File: src/rtl/gpio_bank_pkg.sv
package gpio_bank_pkg;

  localparam int IDX_W = 8;

  typedef enum logic [3:0] {
    FT_LEVEL = 4'd0,
    FT_DIR   = 4'd1,
    FT_SET   = 4'd2,
    FT_CLR   = 4'd3,
    FT_RISE  = 4'd4,
    FT_FALL  = 4'd5,
    FT_EDGE  = 4'd6,
    FT_ALT   = 4'd7,
    FT_NONE  = 4'd15
  } feat_e;

  typedef struct packed {
    feat_e            feat;
    logic [IDX_W-1:0] idx;
  } dec_t;

  // Word number -> feature and word index within the feature
  function automatic dec_t decode_word(input int unsigned word, input int unsigned nw);
    dec_t d;
    d.feat = FT_NONE;
    d.idx  = '0;
    if (word < 7 * nw) begin
      d.feat = feat_e'(4'(word / nw));
      d.idx  = IDX_W'(word % nw);
    end else if (word < 9 * nw) begin
      d.feat = FT_ALT;
      d.idx  = IDX_W'(word - 7 * nw);
    end
    return d;
  endfunction

  // Apply one-hot set and clear masks to a latch word
  function automatic logic [31:0] apply_w1(input logic [31:0] cur, input logic [31:0] set_m,
                                           input logic [31:0] clr_m);
    return (cur | set_m) & ~clr_m;
  endfunction

endpackage

File: src/rtl/gpio_in_sync.sv
module gpio_in_sync #(
  parameter int W = 64
) (
  input  logic         clk,
  input  logic         rst_n,
  input  logic [W-1:0] d_in,
  output logic [W-1:0] d_sync
);
  logic [W-1:0] meta_q, sync_q;

  always_ff @(posedge clk) begin
    if (!rst_n) begin
      meta_q <= '0;
      sync_q <= '0;
    end else begin
      meta_q <= d_in;
      sync_q <= meta_q;
    end
  end

  assign d_sync = sync_q;
endmodule

File: src/rtl/gpio_addr_dec.sv
module gpio_addr_dec
  import gpio_bank_pkg::*;
#(
  parameter int ADDR_W = 12,
  parameter int NW     = 2
) (
  input  logic [ADDR_W-1:0] addr,
  output feat_e             feat,
  output logic [IDX_W-1:0]  idx,
  output logic              hit
);
  dec_t d;

  always_comb begin
    d    = decode_word(32'(addr >> 2), NW);
    feat = d.feat;
    idx  = d.idx;
    hit  = (d.feat == FT_LEVEL) || (d.feat == FT_DIR) || (d.feat == FT_SET) ||
           (d.feat == FT_CLR) || (d.feat == FT_ALT);
  end
endmodule

File: src/rtl/gpio_pin_bank.sv
module gpio_pin_bank
  import gpio_bank_pkg::*;
(
  input  logic        clk,
  input  logic        rst_n,
  input  logic        we_dir,
  input  logic        we_set,
  input  logic        we_clr,
  input  logic [31:0] wdata,
  output logic [31:0] dir_q,
  output logic [31:0] out_q
);
  logic [31:0] set_m, clr_m;

  assign set_m = we_set ? wdata : '0;
  assign clr_m = we_clr ? wdata : '0;

  always_ff @(posedge clk) begin
    if (!rst_n) begin
      dir_q <= '0;
      out_q <= '0;
    end else begin
      if (we_dir) dir_q <= wdata;
      out_q <= apply_w1(out_q, set_m, clr_m);
    end
  end


  set_hits_ones_chk: assert property (@(posedge clk) disable iff (!rst_n)
    we_set |=> ((out_q & $past(wdata)) == $past(wdata)));

  set_spares_zeros_chk: assert property (@(posedge clk) disable iff (!rst_n)
    we_set |=> ((out_q & ~$past(wdata)) == ($past(out_q) & ~$past(wdata))));

  clr_hits_ones_chk: assert property (@(posedge clk) disable iff (!rst_n)
    we_clr |=> ((out_q & $past(wdata)) == 32'd0));

  dir_hold_chk: assert property (@(posedge clk) disable iff (!rst_n)
    !we_dir |=> $stable(dir_q));
endmodule

File: src/rtl/gpio_af_word.sv
module gpio_af_word (
  input  logic        clk,
  input  logic        rst_n,
  input  logic        we,
  input  logic [31:0] wdata,
  output logic [31:0] af_q
);
  always_ff @(posedge clk) begin
    if (!rst_n)  af_q <= '0;
    else if (we) af_q <= wdata;
  end


  af_hold_chk: assert property (@(posedge clk) disable iff (!rst_n)
    !we |=> $stable(af_q));
endmodule

File: src/rtl/gpio_bank_ctrl.sv
module gpio_bank_ctrl
  import gpio_bank_pkg::*;
#(
  parameter int NUM_PINS = 64,
  parameter int ADDR_W   = 12
) (
  input  logic                  clk,
  input  logic                  rst_n,
  input  logic [ADDR_W-1:0]     bus_addr,
  input  logic                  bus_wr,
  input  logic [31:0]           bus_wdata,
  input  logic                  bus_rd,
  output logic [31:0]           bus_rdata,
  input  logic [NUM_PINS-1:0]   pin_in,
  output logic [NUM_PINS-1:0]   pin_out,
  output logic [NUM_PINS-1:0]   pin_oe,
  output logic [NUM_PINS-1:0]   pin_sync,
  output logic [2*NUM_PINS-1:0] af_sel
);
  localparam int NW  = NUM_PINS / 32;
  localparam int NAF = NUM_PINS / 16;

  feat_e            dec_feat;
  logic [IDX_W-1:0] dec_idx;
  logic             dec_hit;
  logic [31:0]      lvl_w [NW];
  logic [31:0]      dir_w [NW];
  logic [31:0]      af_w  [NAF];
  logic [31:0]      rd_word;

  gpio_in_sync #(.W(NUM_PINS)) u_sync (
    .clk(clk), .rst_n(rst_n), .d_in(pin_in), .d_sync(pin_sync)
  );

  gpio_addr_dec #(.ADDR_W(ADDR_W), .NW(NW)) u_dec (
    .addr(bus_addr), .feat(dec_feat), .idx(dec_idx), .hit(dec_hit)
  );

  for (genvar b = 0; b < NW; b++) begin : g_bank
    logic we_dir, we_set, we_clr;
    logic [31:0] out_w;
    assign we_dir = bus_wr && (dec_feat == FT_DIR) && (dec_idx == IDX_W'(b));
    assign we_set = bus_wr && (dec_feat == FT_SET) && (dec_idx == IDX_W'(b));
    assign we_clr = bus_wr && (dec_feat == FT_CLR) && (dec_idx == IDX_W'(b));
    gpio_pin_bank u_bank (
      .clk(clk), .rst_n(rst_n), .we_dir(we_dir), .we_set(we_set), .we_clr(we_clr),
      .wdata(bus_wdata), .dir_q(dir_w[b]), .out_q(out_w)
    );
    assign lvl_w[b]           = pin_sync[b*32 +: 32];
    assign pin_oe[b*32 +: 32]  = dir_w[b];
    assign pin_out[b*32 +: 32] = out_w;
  end

  for (genvar a = 0; a < NAF; a++) begin : g_af
    logic we_af;
    assign we_af = bus_wr && (dec_feat == FT_ALT) && (dec_idx == IDX_W'(a));
    gpio_af_word u_af (
      .clk(clk), .rst_n(rst_n), .we(we_af), .wdata(bus_wdata), .af_q(af_w[a])
    );
    assign af_sel[a*32 +: 32] = af_w[a];
  end

  always_comb begin
    rd_word = '0;
    for (int i = 0; i < NAF; i++) begin
      if (dec_idx == IDX_W'(i)) begin
        if (dec_feat == FT_ALT) rd_word = af_w[i];
        if (i < NW && dec_feat == FT_LEVEL) rd_word = lvl_w[i % NW];
        if (i < NW && dec_feat == FT_DIR)   rd_word = dir_w[i % NW];
      end
    end
  end

  always_ff @(posedge clk) begin
    if (!rst_n)      bus_rdata <= '0;
    else if (bus_rd) bus_rdata <= rd_word;
  end


  strobe_reads_zero_chk: assert property (@(posedge clk) disable iff (!rst_n)
    (bus_rd && (dec_feat == FT_SET || dec_feat == FT_CLR)) |=> (bus_rdata == 32'd0));

  hole_reads_zero_chk: assert property (@(posedge clk) disable iff (!rst_n)
    (bus_rd && !dec_hit) |=> (bus_rdata == 32'd0));

  hole_write_inert_chk: assert property (@(posedge clk) disable iff (!rst_n)
    (bus_wr && !dec_hit) |=> ($stable(pin_oe) && $stable(pin_out) && $stable(af_sel)));

  rdata_hold_chk: assert property (@(posedge clk) disable iff (!rst_n)
    !bus_rd |=> $stable(bus_rdata));
endmodule

File: config.mk
export PLATFORM = sky130hd
export DESIGN_NAME = gpio_bank_ctrl
export DESIGN_NICKNAME = d
export VERILOG_FILES = /design/src/rtl/gpio_bank_pkg.sv /design/src/rtl/gpio_in_sync.sv /design/src/rtl/gpio_addr_dec.sv /design/src/rtl/gpio_pin_bank.sv /design/src/rtl/gpio_af_word.sv /design/src/rtl/gpio_bank_ctrl.sv
export SDC_FILE = /design/constraint.sdc
export NUM_CORES = 1
export LEC_CHECK = 0
export ABC_AREA = 0
export BUFFER_PORTS_ARGS = -buffer_cell sky130_fd_sc_hd__buf_4
export CAP_MARGIN = 20
export CORE_ASPECT_RATIO = 1.1
export CORE_UTILIZATION = 49
export DETAILED_ROUTE_END_ITERATION = 16
export HOLD_SLACK_MARGIN = 0.06
export PLACE_DENSITY = 0.76
export SKIP_LAST_GASP = 1
export SLEW_MARGIN = 20
export SYNTH_ARGS = -nofsm -noshare
export SYNTH_HDL_FRONTEND = slang
export SYNTH_SLANG_ARGS = --single-unit
export TNS_END_PERCENT = 5
File: constraint.sdc
create_clock -name clk -period 6.9 [get_ports clk]
set_input_delay 1.38 -clock clk [delete_from_list [all_inputs] [get_ports clk]]
set_output_delay 1.38 -clock clk [all_outputs]
set_load 0.005 [all_outputs]
==> impl_results.md <==
* Placed cells at 2511
* Post-cts hold buffer count at 0
* Routed Wire Length at 52.8 mm
* Via count at 14100
* Number of global-route vias before repair at 13000
* GR peak layer: met2
* Crit path DAT at 4850 ps
* Post-route cell area at 0.0209 mm²
* Worst-Skew Late Latency at 540 ps
* I/O Buffers at 461
* Fillcell total at 2735
* Max Cap Violations at 0
* Die Span X at 175 µm
* Top FF cell, synth: dfxtp_1
* Multi-input gate area at 0.00707 mm²
* Top Ports at 464
* Cells on worst reg2reg path at 4
* Setup slack after layout at 2430 ps
* CP peak stage delay at 940 ps
* Root Driver: clkbuf_16
* Post-CTS Setup Inserts at 0
* Bufs on Longest Clock Path at 3
* Htree depth at 2
* RSZ-0062 raised after global routing: false
* Routed len/inst at 20.4 µm
* Post-route insts no fill at 2587
* F_max at 224 MHz
* Post-Syn Area per Cell at 9.06 µm²
* Share of the synthesized area in the top cell type at 0.517
* Leading post-synthesis cells by cell area: dfxtp_1, mux2i_1, nand2_1, a21oi_1, and2_1
* DP Worst Slack at 1860 ps
* Worst-path cell chain: buf_4 > ha_1 > nor2b_1 > and4_1 > o21bai_2 > nor3_4 > buf_12 > mux2i_1 > nor2_1
* Final setup fails at 0
* Grt met1 use at 0.409
* Router iterations before antenna repair at 5
* EDFF count, synth at 0
* Synthesized instance count at 1776
* Layout Skew at 12.1 ps
* # resized after CTS at 0
* Cell Pwr Density at 236 mW/mm²
* Fin crit period at 4470 ps
* Core ar. at 0.0323 mm²
* Met3 Use GR at 0.0707
* Gpl congestion at 0.937
* Largest net degree at the start of global routing at 112
* Final #Nets at 2242
* Max Transition Viols Final at 0
* Leakage power at 8.69 nW
* Share of cells above drive strength 1 at 0.261
* Slowest CP cell: nor3_4
* Initial antenna violation count at 1
* 1st-iter DRT viols at 1021
* Run status: completed
* Final Hold Fails at 0
* TritonCTS clock tree: done
* Clk pin slew, worst setup/hold paths at 60 ps
* Worst setup path class: primary input to flop
* Post-Place Cell Area at 0.0195 mm²
* Crit share post-route at 0.647
* Initial core utilization at 0.498
* DR vias/cell at 5.45
* Cts bufs inserted at 41
* Synth area leader: dfxtp_1
* Antenna-violating nets left at 0
* Die area at 0.0336 mm²
* Hold depth at 1
* Sequential fraction of the synthesis area at 0.517
* Final Util at 0.647
* First-pass GRT wire length at 77.9 mm
* Slew @ Worst Pin at 1110 ps
* Maximum fanout along the worst path at 75
* Register area at 0.00833 mm²
* Syn-to-layout area delta at 29.8%
* Library cells used by synthesis at 48
* CTS Sinks at 416
* Slew Limit Headroom at 0.261
* Worst VDD drop at 0.280 mV
* Warnings, synthesis at 0
* Drt drc at 0
* Crit start category: primary input
* Dpl hpwl at 37.7 mm
* GR Layer Usage met2 at 0.460
* Area of the mapped netlist at 0.0161 mm²
* CP required at 7280 ps
* #FFs+latches synth at 416
* Post-Syn Nets at 1889
* Asr flop ratio synth at 0
* Die Span Y at 192 µm
* Global Route Usage Sum at 0.301
* Crit. End Element: flop
* Worst min path class: flop to flop
* Grt ovf at 0
* Num rows at 69
* Setup TNS at 0 ps
[final timing paths]
kind / startpoint / endpoint / slack [ps]
setup / recovery: bus_addr[3] / g_bank[1].u_bank.dir_q[5]$_SDFFE_PN0P_ / 2430
hold / removal: u_sync.meta_q[10]$_SDFF_PN0_ / u_sync.d_sync[10]$_SDFF_PN0_ / 430
setup reg to reg: u_sync.d_sync[63]$_SDFF_PN0_ / bus_rdata[31]$_SDFFE_PN0P_ / 5450
hold reg to reg: u_sync.meta_q[10]$_SDFF_PN0_ / u_sync.d_sync[10]$_SDFF_PN0_ / 430
[critical path, delay by kind of cell]
kind            cells  cell delay [ps]
buf+inv             2             1080
fa+ha+maj           1              390
simple gates        4             1420
compound gates      1              320
mux                 1              200
[final cells by class]
class	instances	share of cell area
antenna	1	0.000120
clock buffer	58	0.0557
clock inverter	16	0.00677
inverter	1	0.000419
multi-input combinational	1189	0.338
sequential	416	0.399
tap	426	0.0255
timing repair buffer	480	0.174
[cells in the final DEF (no fill, tap or decap), drive strengths merged, types with 4 or more instances in the layout]
| cell type | count |
|---|---|
| a211oi | 79 |
| buf | 480 |
| nand2 | 246 |
| mux2 | 16 |
| dfxtp | 416 |
| nor3 | 4 |
| o2bb2ai | 15 |
| mux2i | 158 |
| clkbuf | 58 |
| and3 | 4 |
| nand2b | 16 |
| o21ai | 161 |
| clkinv | 12 |
| nor2 | 90 |
| nand3 | 66 |
| and2 | 131 |
| a21oi | 177 |
[synth_stat cells (2+ instances only)]
library cell	number
and3_1	4
buf_6	3
buf_2	28
mux2_2	4
buf_4	6
a21oi_1	177
nor3b_1	2
o21ai_1	84
o21ai_0	76
dfxtp_1	416
nand2_1	246
nor3_4	3
nand2b_1	16
mux2_1	12
clkbuf_1	125
nand4_2	2
and2_1	131
a211oi_1	79
nand3_1	66
nand4b_1	2
nor2_1	89
o2bb2ai_1	15
mux2i_1	158
buf_1	8
[where the power goes]
group	switching, mW	internal (mW)	total [mW]
combinational	0.170	0.116	0.285
clock	0.938	1.25	2.19
sequential	0.0177	2.44	2.46
total	1.13	3.81	4.94
[per-stage QoR]
| stage | hold WS [ps] | power, mW |
|---|---|---|
| CTS | 429 | 4.96 |
| global route | 443 | 5.09 |
| global placement | 413 | 2.79 |
| detailed placement | 417 | 2.79 |
| finish | 429 | 4.94 |
| floorplan | 412 | 2.66 |
[state kept, by name, summed over array words and instances (netlist names)]
| signal | flops |
|---|---|
| u_sync.d_sync | 64 |
| g_af.u_af.af_q | 128 |
| u_sync.meta_q | 64 |
| bus_rdata | 32 |
| g_bank.u_bank.out_q | 64 |
| g_bank.u_bank.dir_q | 64 |
[kinds of logic after synthesis]
family,Yosys count,share of synthesized area
AO/OA/AOI/OAI,444,0.158
adder cells (fa/ha/maj),1,0.000777
buffers and inverters,171,0.0449
flip-flops,416,0.517
multiplexers,174,0.109
AND/OR/NAND/NOR,570,0.170
[per-layer routing]
metal / wire, µm / part of all wire / vias to the layer above
met1: 22600 / 0.43 / 6558
met4: 2070 / 0.039 / 0
met3: 4410 / 0.083 / 106
met5: 0 / 0 / -
met2: 23800 / 0.45 / 640
li1: - / - / 6789
No activity file was read; power rests on OpenSTA's default activity.
